`src/rtl/fsl_pkg.sv`:
```
package fsl_pkg;
  localparam logic [1:0] FS_0 = 2'b00;
  localparam logic [1:0] FS_1 = 2'b01;
  localparam logic [1:0] FS_Z = 2'b10;
  localparam logic [1:0] FS_X = 2'b11;

  localparam logic [3:0] OP_AND   = 4'd0;
  localparam logic [3:0] OP_OR    = 4'd1;
  localparam logic [3:0] OP_NAND  = 4'd2;
  localparam logic [3:0] OP_NOR   = 4'd3;
  localparam logic [3:0] OP_XOR   = 4'd4;
  localparam logic [3:0] OP_XNOR  = 4'd5;
  localparam logic [3:0] OP_INV   = 4'd6;
  localparam logic [3:0] OP_BLEND = 4'd7;
  localparam logic [3:0] OP_ROR   = 4'd8;
  localparam logic [3:0] OP_RNOR  = 4'd9;

  // an element is known when it is 0 or 1 (upper code bit clear)
  function automatic logic fs_known(input logic [1:0] v);
    return ~v[1];
  endfunction

  function automatic logic [1:0] fs_and(input logic [1:0] a, input logic [1:0] b);
    if (a == FS_0 || b == FS_0) return FS_0;
    if (a == FS_1 && b == FS_1) return FS_1;
    return FS_X;
  endfunction

  function automatic logic [1:0] fs_or(input logic [1:0] a, input logic [1:0] b);
    if (a == FS_1 || b == FS_1) return FS_1;
    if (a == FS_0 && b == FS_0) return FS_0;
    return FS_X;
  endfunction

  function automatic logic [1:0] fs_not(input logic [1:0] a);
    if (fs_known(a)) return {1'b0, ~a[0]};
    return FS_X;
  endfunction

  function automatic logic [1:0] fs_xor(input logic [1:0] a, input logic [1:0] b);
    if (fs_known(a) && fs_known(b)) return {1'b0, a[0] ^ b[0]};
    return FS_X;
  endfunction

  function automatic logic [1:0] fs_blend(input logic [1:0] a, input logic [1:0] b);
    if (a == b) return a;
    return FS_X;
  endfunction
endpackage

```
`src/rtl/fsl_lane.sv`:
```
module fsl_lane
  import fsl_pkg::*;
(
  input  logic [3:0] op,
  input  logic [1:0] a,
  input  logic [1:0] b,
  output logic [1:0] r
);
  always_comb begin
    case (op)
      OP_AND:   r = fs_and(a, b);
      OP_OR:    r = fs_or(a, b);
      OP_NAND:  r = fs_not(fs_and(a, b));
      OP_NOR:   r = fs_not(fs_or(a, b));
      OP_XOR:   r = fs_xor(a, b);
      OP_XNOR:  r = fs_not(fs_xor(a, b));
      OP_INV:   r = fs_not(a);
      OP_BLEND: r = fs_blend(a, b);
      default:  r = FS_X;
    endcase
  end
endmodule

```
`src/rtl/fsl_reduce.sv`:
```
module fsl_reduce
  import fsl_pkg::*;
#(
  parameter int WIDTH = 8
) (
  input  logic [2*WIDTH-1:0] vec,
  output logic [1:0]         or_bit,
  output logic [1:0]         nor_bit
);
  logic [1:0] acc;

  always_comb begin
    acc = FS_0;
    for (int i = 0; i < WIDTH; i++) begin
      acc = fs_or(acc, vec[2*i +: 2]);
    end
  end

  assign or_bit  = acc;
  assign nor_bit = fs_not(acc);
endmodule

```
`src/rtl/fsl_unit.sv`:
```
module fsl_unit
  import fsl_pkg::*;
#(
  parameter int WIDTH = 8
) (
  input  logic               clk,
  input  logic               rst_n,
  input  logic               in_valid,
  input  logic [3:0]         op,
  input  logic [2*WIDTH-1:0] a_vec,
  input  logic [2*WIDTH-1:0] b_vec,
  output logic               out_valid,
  output logic [2*WIDTH-1:0] res_vec,
  output logic [1:0]         red_bit
);
  localparam int VW = 2 * WIDTH;

  logic [VW-1:0] lane_res;
  logic [1:0]    red_or;
  logic [1:0]    red_nor;
  logic          is_vec_op;
  logic          is_red_op;
  logic [VW-1:0] next_res;
  logic [1:0]    next_red;

  for (genvar g = 0; g < WIDTH; g++) begin : g_lane
    fsl_lane u_lane (
      .op (op),
      .a  (a_vec[2*g +: 2]),
      .b  (b_vec[2*g +: 2]),
      .r  (lane_res[2*g +: 2])
    );
  end

  fsl_reduce #(.WIDTH(WIDTH)) u_reduce (
    .vec     (a_vec),
    .or_bit  (red_or),
    .nor_bit (red_nor)
  );

  assign is_vec_op = (op <= OP_BLEND);
  assign is_red_op = (op == OP_ROR) || (op == OP_RNOR);

  always_comb begin
    if (is_vec_op) begin
      next_res = lane_res;
      next_red = FS_0;
    end else if (is_red_op) begin
      next_res = '0;
      next_red = (op == OP_ROR) ? red_or : red_nor;
    end else begin
      next_res = {WIDTH{FS_X}};
      next_red = FS_X;
    end
  end

  always_ff @(posedge clk or negedge rst_n) begin
    if (!rst_n) begin
      out_valid <= 1'b0;
      res_vec   <= '0;
      red_bit   <= FS_0;
    end else begin
      out_valid <= in_valid;
      if (in_valid) begin
        res_vec <= next_res;
        red_bit <= next_red;
      end
    end
  end
endmodule

```
`config.mk`:
```
export PLATFORM = sky130hd
export DESIGN_NAME = fsl_unit
export DESIGN_NICKNAME = d
export VERILOG_FILES = /design/src/rtl/fsl_pkg.sv /design/src/rtl/fsl_lane.sv /design/src/rtl/fsl_reduce.sv /design/src/rtl/fsl_unit.sv
export SDC_FILE = /design/constraint.sdc
export NUM_CORES = 1
export LEC_CHECK = 0
export BUFFER_PORTS_ARGS = -buffer_cell sky130_fd_sc_hd__buf_2
export CAP_MARGIN = 20
export CORE_UTILIZATION = 49
export DETAILED_ROUTE_END_ITERATION = 7
export PLACE_DENSITY = 0.77
export SLEW_MARGIN = 20
export SYNTH_ARGS = -nofsm -noshare
export SYNTH_HDL_FRONTEND = slang
export SYNTH_SLANG_ARGS = --single-unit
```
`constraint.sdc`:
```
create_clock -name clk -period 0.93 [get_ports clk]
set_clock_uncertainty 0.1 [all_clocks]
set_input_delay 0.279 -clock clk [delete_from_list [all_inputs] [get_ports clk]]
set_output_delay 0.279 -clock clk [all_outputs]
set_load 0.01 [all_outputs]
```
==> results.txt, run 1 <==
- Number of warnings issued by yosys: 0
* Hold-fix buffers at CTS: 1
* Xor-xnor portion of the synthesized cell area: approximately 6.3%
* Portion of netlist area occupied by mux cells: less than 1%
- Area fraction in compound gates after synthesis: between 30 and 40%
- Depth of the CTS H-tree: 1
* Max clock buf depth: 2
- After synthesis, the share of flip-flops with an asynchronous set or reset is 100%.
- In the post-synthesis netlist, the biggest area contributors are sky130_fd_sc_hd__dfrtp_1 20%, sky130_fd_sc_hd__o21ai_0 6.0%, sky130_fd_sc_hd__a21oi_1 4.7%, sky130_fd_sc_hd__nor2b_1 4.5%, sky130_fd_sc_hd__nor2_1 4.3%.
- Post-CTS setup repair buffer count: 13
- DP Wirelength: around 7100 um
- The tree is rooted in a sky130_fd_sc_hd__clkbuf_8.
* Number of flops mapped to enable cells by yosys: 0
* Tool Error: [ERROR DPL-0033] detailed placement checks failed during check placement.
* Post-synthesis adder-cell area fraction: ~4.3%
- Post-synthesis sequential area ratio: approximately 20%
* Post-placement worst setup slack: -942 ps
- Port bufs: 57
* Final Wtd Congestion: 0.959
- Including well taps, the total number of placed cells is around 530.
* Cell count after synthesis: between 300 and 400
* Prevailing post-synth register cell: sky130_fd_sc_hd__dfrtp_1
- Overall die width: ~70 um
* Post-synth net total: 380
- Counting the buffers created by CTS gives 3.
- Number of gates resized after cts: between 100 and 150
- The mapped netlist covers around 2300 um^2.
- Area fraction of the dominant cell type after synthesis: about a fifth
* CTS sink cnt: 19
- Halt point of the flow: 4_1_cts
- In this run the vertical extent of the chip is between 70 and 80 um.
- Pin placement for this block handled 58 I/O pins.
- Post-synthesis area per instance: between 7 and 8 um^2
- In this run, synthesis produced a sequential element count of 19.
* Initial core utilization: 52.5%
* Number of rows created at floorplan: 24
* Post-synthesis cell type with the largest combined area: sky130_fd_sc_hd__dfrtp_1
* Status: did not finish
- By area, the combinational part of the netlist is dominated by compound AO/OA/AOI/OAI gates.
- Share of synthesized cell area in and, or, nand and nor gates: between 20% and 30%
* Post-synth cell types: 55
[cell families after synthesis]
family,Yosys count
flip-flops,19
adder cells (fa/ha/maj),8
multiplexers,2
XOR/XNOR,17
AND/OR/NAND/NOR,110
buffers and inverters,54
AO/OA/AOI/OAI,123
[metrics by stage]
| stage | util [%] | hold slack, ps | area, um^2 |
|---|---|---|---|
| floorplan | - | -117 | 2760 |
| global placement | 81.7 | 124 | 3650 |
| detailed placement | 81.7 | 122 | 3650 |
[synth_stat cells, drive strengths merged, types with 3 or more instances]
cell      n
dfrtp    19
a21oi    22
o221ai    5
or4       3
o21a      3
a2111oi   6
nand2b    6
clkbuf   10
nand4     3
o21ai    34
o32ai     3
buf      17
nor3     11
nand2    21
xnor2     9
inv      27
nor2     27
nand3     6
nor4     10
xor2      8
o22ai    12
nor2b    17
a211oi    5
a31oi    11
ha        8
==> run 2: changes to the inputs <==
CORE_UTILIZATION = 35   (was 49)
PLACE_DENSITY = default   (was 0.77)
PLACE_DENSITY_LB_ADDON = 0.15   (was default)
clock period = 1.21 ns   (was 0.93 ns; I/O delays follow)
==> results.txt, run 2 <==
- The number of enable flip-flop cells after synthesis was 0 (unchanged).
- Final period utilization: 138%
- The count of input and output buffers is 57 (unchanged).
* TritonCTS clock tree: yes
- Via-per-instance ratio: approximately 6
- The layout has roughly 380 filler cells.
- Clock Tree Root: sky130_fd_sc_hd__clkbuf_8
* Post-synthesis sequential area ratio: 20.2% (unchanged)
- The checks that failed: design-rule violations, negative setup slack.
- The deepest clock path buffer count was 2 (unchanged).
* Final cell utilization of the core: between 70% and 80%
- Netlist Area Pre-Place: 2350 um^2 (unchanged)
- Number of warnings issued by yosys: 0 (unchanged)
* IR drop worst, VDD: about 0.31 mV
- Clock-pin slew was measured on the worst setup and hold paths at approximately 90 ps.
- Vias in the first global route: approximately 3300
- Final #Nets: roughly 580
- Measured against its own limit, the worst slew margin works out to 63.4%.
- Synth area leaders: sky130_fd_sc_hd__dfrtp_1 20%, sky130_fd_sc_hd__o21ai_0 6.0%, sky130_fd_sc_hd__a21oi_1 4.7%, sky130_fd_sc_hd__nor2b_1 4.5%, sky130_fd_sc_hd__nor2_1 4.3%
- # IOs: 58 (unchanged)
- In this run the static leakage power is 2.21 nW.
- The distinct cell type count of the synthesized netlist is 55 (unchanged).
- Yosys instantiated no cell more often than sky130_fd_sc_hd__o21ai_0.
- Critical path startpoint category: input port
- Unrepaired setup endpoints after global routing: yes
- Die height: 83.9 um (+18%)
- Number of rows created at floorplan: 29 (+21%)
- Max FO, Critical Path: 3
* Post-route setup slack: -463 ps
- Ranked by flip-flop count, first place goes to res_vec.
- The synthesized instance count came to 333 (unchanged).
- Count of unresolved DRC violations after routing: 7
- Largest registers: res_vec x16, red_bit x2, out_valid x1
- The path class of the tightest hold or removal check is input port to flip-flop.
- Worst hold margin: ~370 ps
- Max Cap Violations: 0
- Post-placement worst setup slack: -740 ps (+203 ps)
- Post-synthesis area per instance: 7.06 um^2 (unchanged)
- Wire length of the first global-routing pass: 16200 um
- The worst setup path is captured at a flip-flop.
- The fraction of post-synthesis cell area in the top cell type by area is 20.2% (unchanged).
* Status: finished, violations left
* Overall die width: 83.9 um (+18%)
- The number of register bits inferred by synthesis is 19 (unchanged).
- GRT Overall Usage: 28.5%
- Depth of the CTS H-tree: 1 (unchanged)
* Count of nets left with antenna violations after detail routing: 0
- The critical path in this run is classified as input port to flip-flop.
- Number of cells in the finished layout apart from fillers: just over 600
- Entering global routing, the biggest net connects 20 pins.
- Derived from the worst setup path, the maximum achievable clock frequency is about 0.6 GHz.
- Data on the critical path is required at its endpoint by ~1300 ps.
- Final Routed Wirelength: roughly 12000 um
* Final period demand of the worst path: around 1700 ps
- Final count of negative-setup-slack endpoints: 37
* Most instantiated cells after synthesis: 28 x sky130_fd_sc_hd__o21ai_0, 27 x sky130_fd_sc_hd__nor2_1, 24 x sky130_fd_sc_hd__inv_1
* Clock buffer count from CTS: 3 (unchanged)
- The initial core utilization came to 36.6% (-16 points).
- The number of cells after detailed placement is 548 (+4.2%).
- The final number of max-transition violations was 0.
- STA puts the critical path data arrival time at between 1500 and 2000 ps.
- Share of cells above drive strength 1: 65.5%
- The clock reaches the later pin of the worst-skew pair after ~260 ps.
- For this block, the initial DRC count from the detailed router was between 200 and 300.
* Worst-margin pin slew: roughly 540 ps
- Final Wtd Congestion: 0.902 (-5.9%)
* Proportion of register bits with asynchronous set or reset after synthesis: 100% (unchanged)
- Prevailing post-synth register cell: sky130_fd_sc_hd__dfrtp_1
* Pwr Total: ~3.2 mW
- The clock net sink count came to 19 (unchanged).
- Post-synth net total: 380 (unchanged)
- P&R area growth vs syn: 117%
* Total grt overflow: 0
* Initial antenna violation count: 0
* Average wire per standard cell: 19.2 um
- Diode count: 0
* Vias: 3657
- Leading cell types in the layout, fill and taps excluded: 133 x sky130_fd_sc_hd__buf_4, 32 x sky130_fd_sc_hd__buf_2, 29 x sky130_fd_sc_hd__buf_6
* Most common cell after layout, fill and taps aside: sky130_fd_sc_hd__buf_4
- Area of the core: ~6400 um^2
* Final hold violation count: 0
- Post-synthesis cell type with the largest combined area: sky130_fd_sc_hd__dfrtp_1
* Max reg flops: 16
- Power spread over the standard cell area amounts to ~630 nW/um^2.
- DP Wirelength: 7020 um (-1.8%)
- The first TritonRoute pass finished after 8 iterations.
- The floorplan step defined a die boundary enclosing between 7000 and 8000 um^2.
run 2: cell counts after synthesis:
Identical to the previous run, type by type.
run 2: through the flow:
step | area [um^2] | setup TNS [ps]
6_report | 5090 | -4170
5_1_grt | 5090 | -5160
4_1_cts | 4530 | -3380
3_5_place_dp | 3660 | -10520
3_3_place_gp | 3660 | -10040
2_1_floorplan | 2760 | -4840
run 2: final cells by class:
type / instances / area, um^2 / area share, %
inverter: 27 / 164 / 3.22
sequential: 19 / 475 / 9.34
timing repair buffer: 221 / 1950 / 38.3
clock buffer: 4 / 45.0 / 0.885
tap: 77 / 96.3 / 1.89
multi-input combinational: 260 / 2360 / 46.4
run 2: what timing repair did:
action                                 4_1_cts  5_1_grt
gates resized for setup                    132       95
hold buffers                                 1        0
buffers inserted                            34       19
gates cloned                                 1        1
endpoints found under the hold margin       19        0
pin swaps                                   60       36
setup endpoints to repair                   37       37
run 2: final timing paths:
path                       startpoint     endpoint  slack [ps]  cells past startpoint
min reg2reg                res_vec[9]   res_vec[9]         440                      2
min                          in_valid   res_vec[5]         370                      2
min in group asynchronous       rst_n   res_vec[8]         490                      2
max                         a_vec[15]  res_vec[14]        -460                      7
max in group asynchronous       rst_n  res_vec[13]         190                      2
max reg2reg                res_vec[1]   res_vec[1]          40                      3
run 2: worst max-delay path, cell delays in order:
cell                        delay (ps)
sky130_fd_sc_hd__buf_6             100
sky130_fd_sc_hd__buf_6             110
sky130_fd_sc_hd__nand2b_4          140
sky130_fd_sc_hd__o21ai_0           270
sky130_fd_sc_hd__o22ai_1           200
sky130_fd_sc_hd__a2111oi_2         380
sky130_fd_sc_hd__o221ai_1          150
run 2: per-layer routing:
metal | GRT usage (%) | routed length (um) | up-vias
li1 | - | - | 1640
met1 | 37.0 | 4610 | 1771
met2 | 49.2 | 5920 | 205
met3 | 4.25 | 807 | 41
met4 | 7.05 | 344 | 0
met5 | 0 | 0 | -
run 2: kinds of logic (layout without fill, tap and decap cells):
kind of cell	after synthesis	in the layout	share of synthesized area (%)
adders and majority gates	8	8	4.26
DFF	19	19	20.2
AOI/OAI and AO/OA	123	123	34.3
and+or+nand+nor	110	110	23.9
muxes	2	2	0.958
buffers and inverters	54	252	10.0
xor gates and xnor gates	17	17	6.34
run 2: report_power, final:
group	switching, mW	internal [mW]	leakage, nW	total [mW]
Clock	0.258	0.235	0.0228	0.493
Combinational	0.912	1.04	1.97	1.95
Sequential	0.0410	0.710	0.216	0.751
Total	1.21	1.98	2.21	3.19
Power figures use the tool's default switching activity.
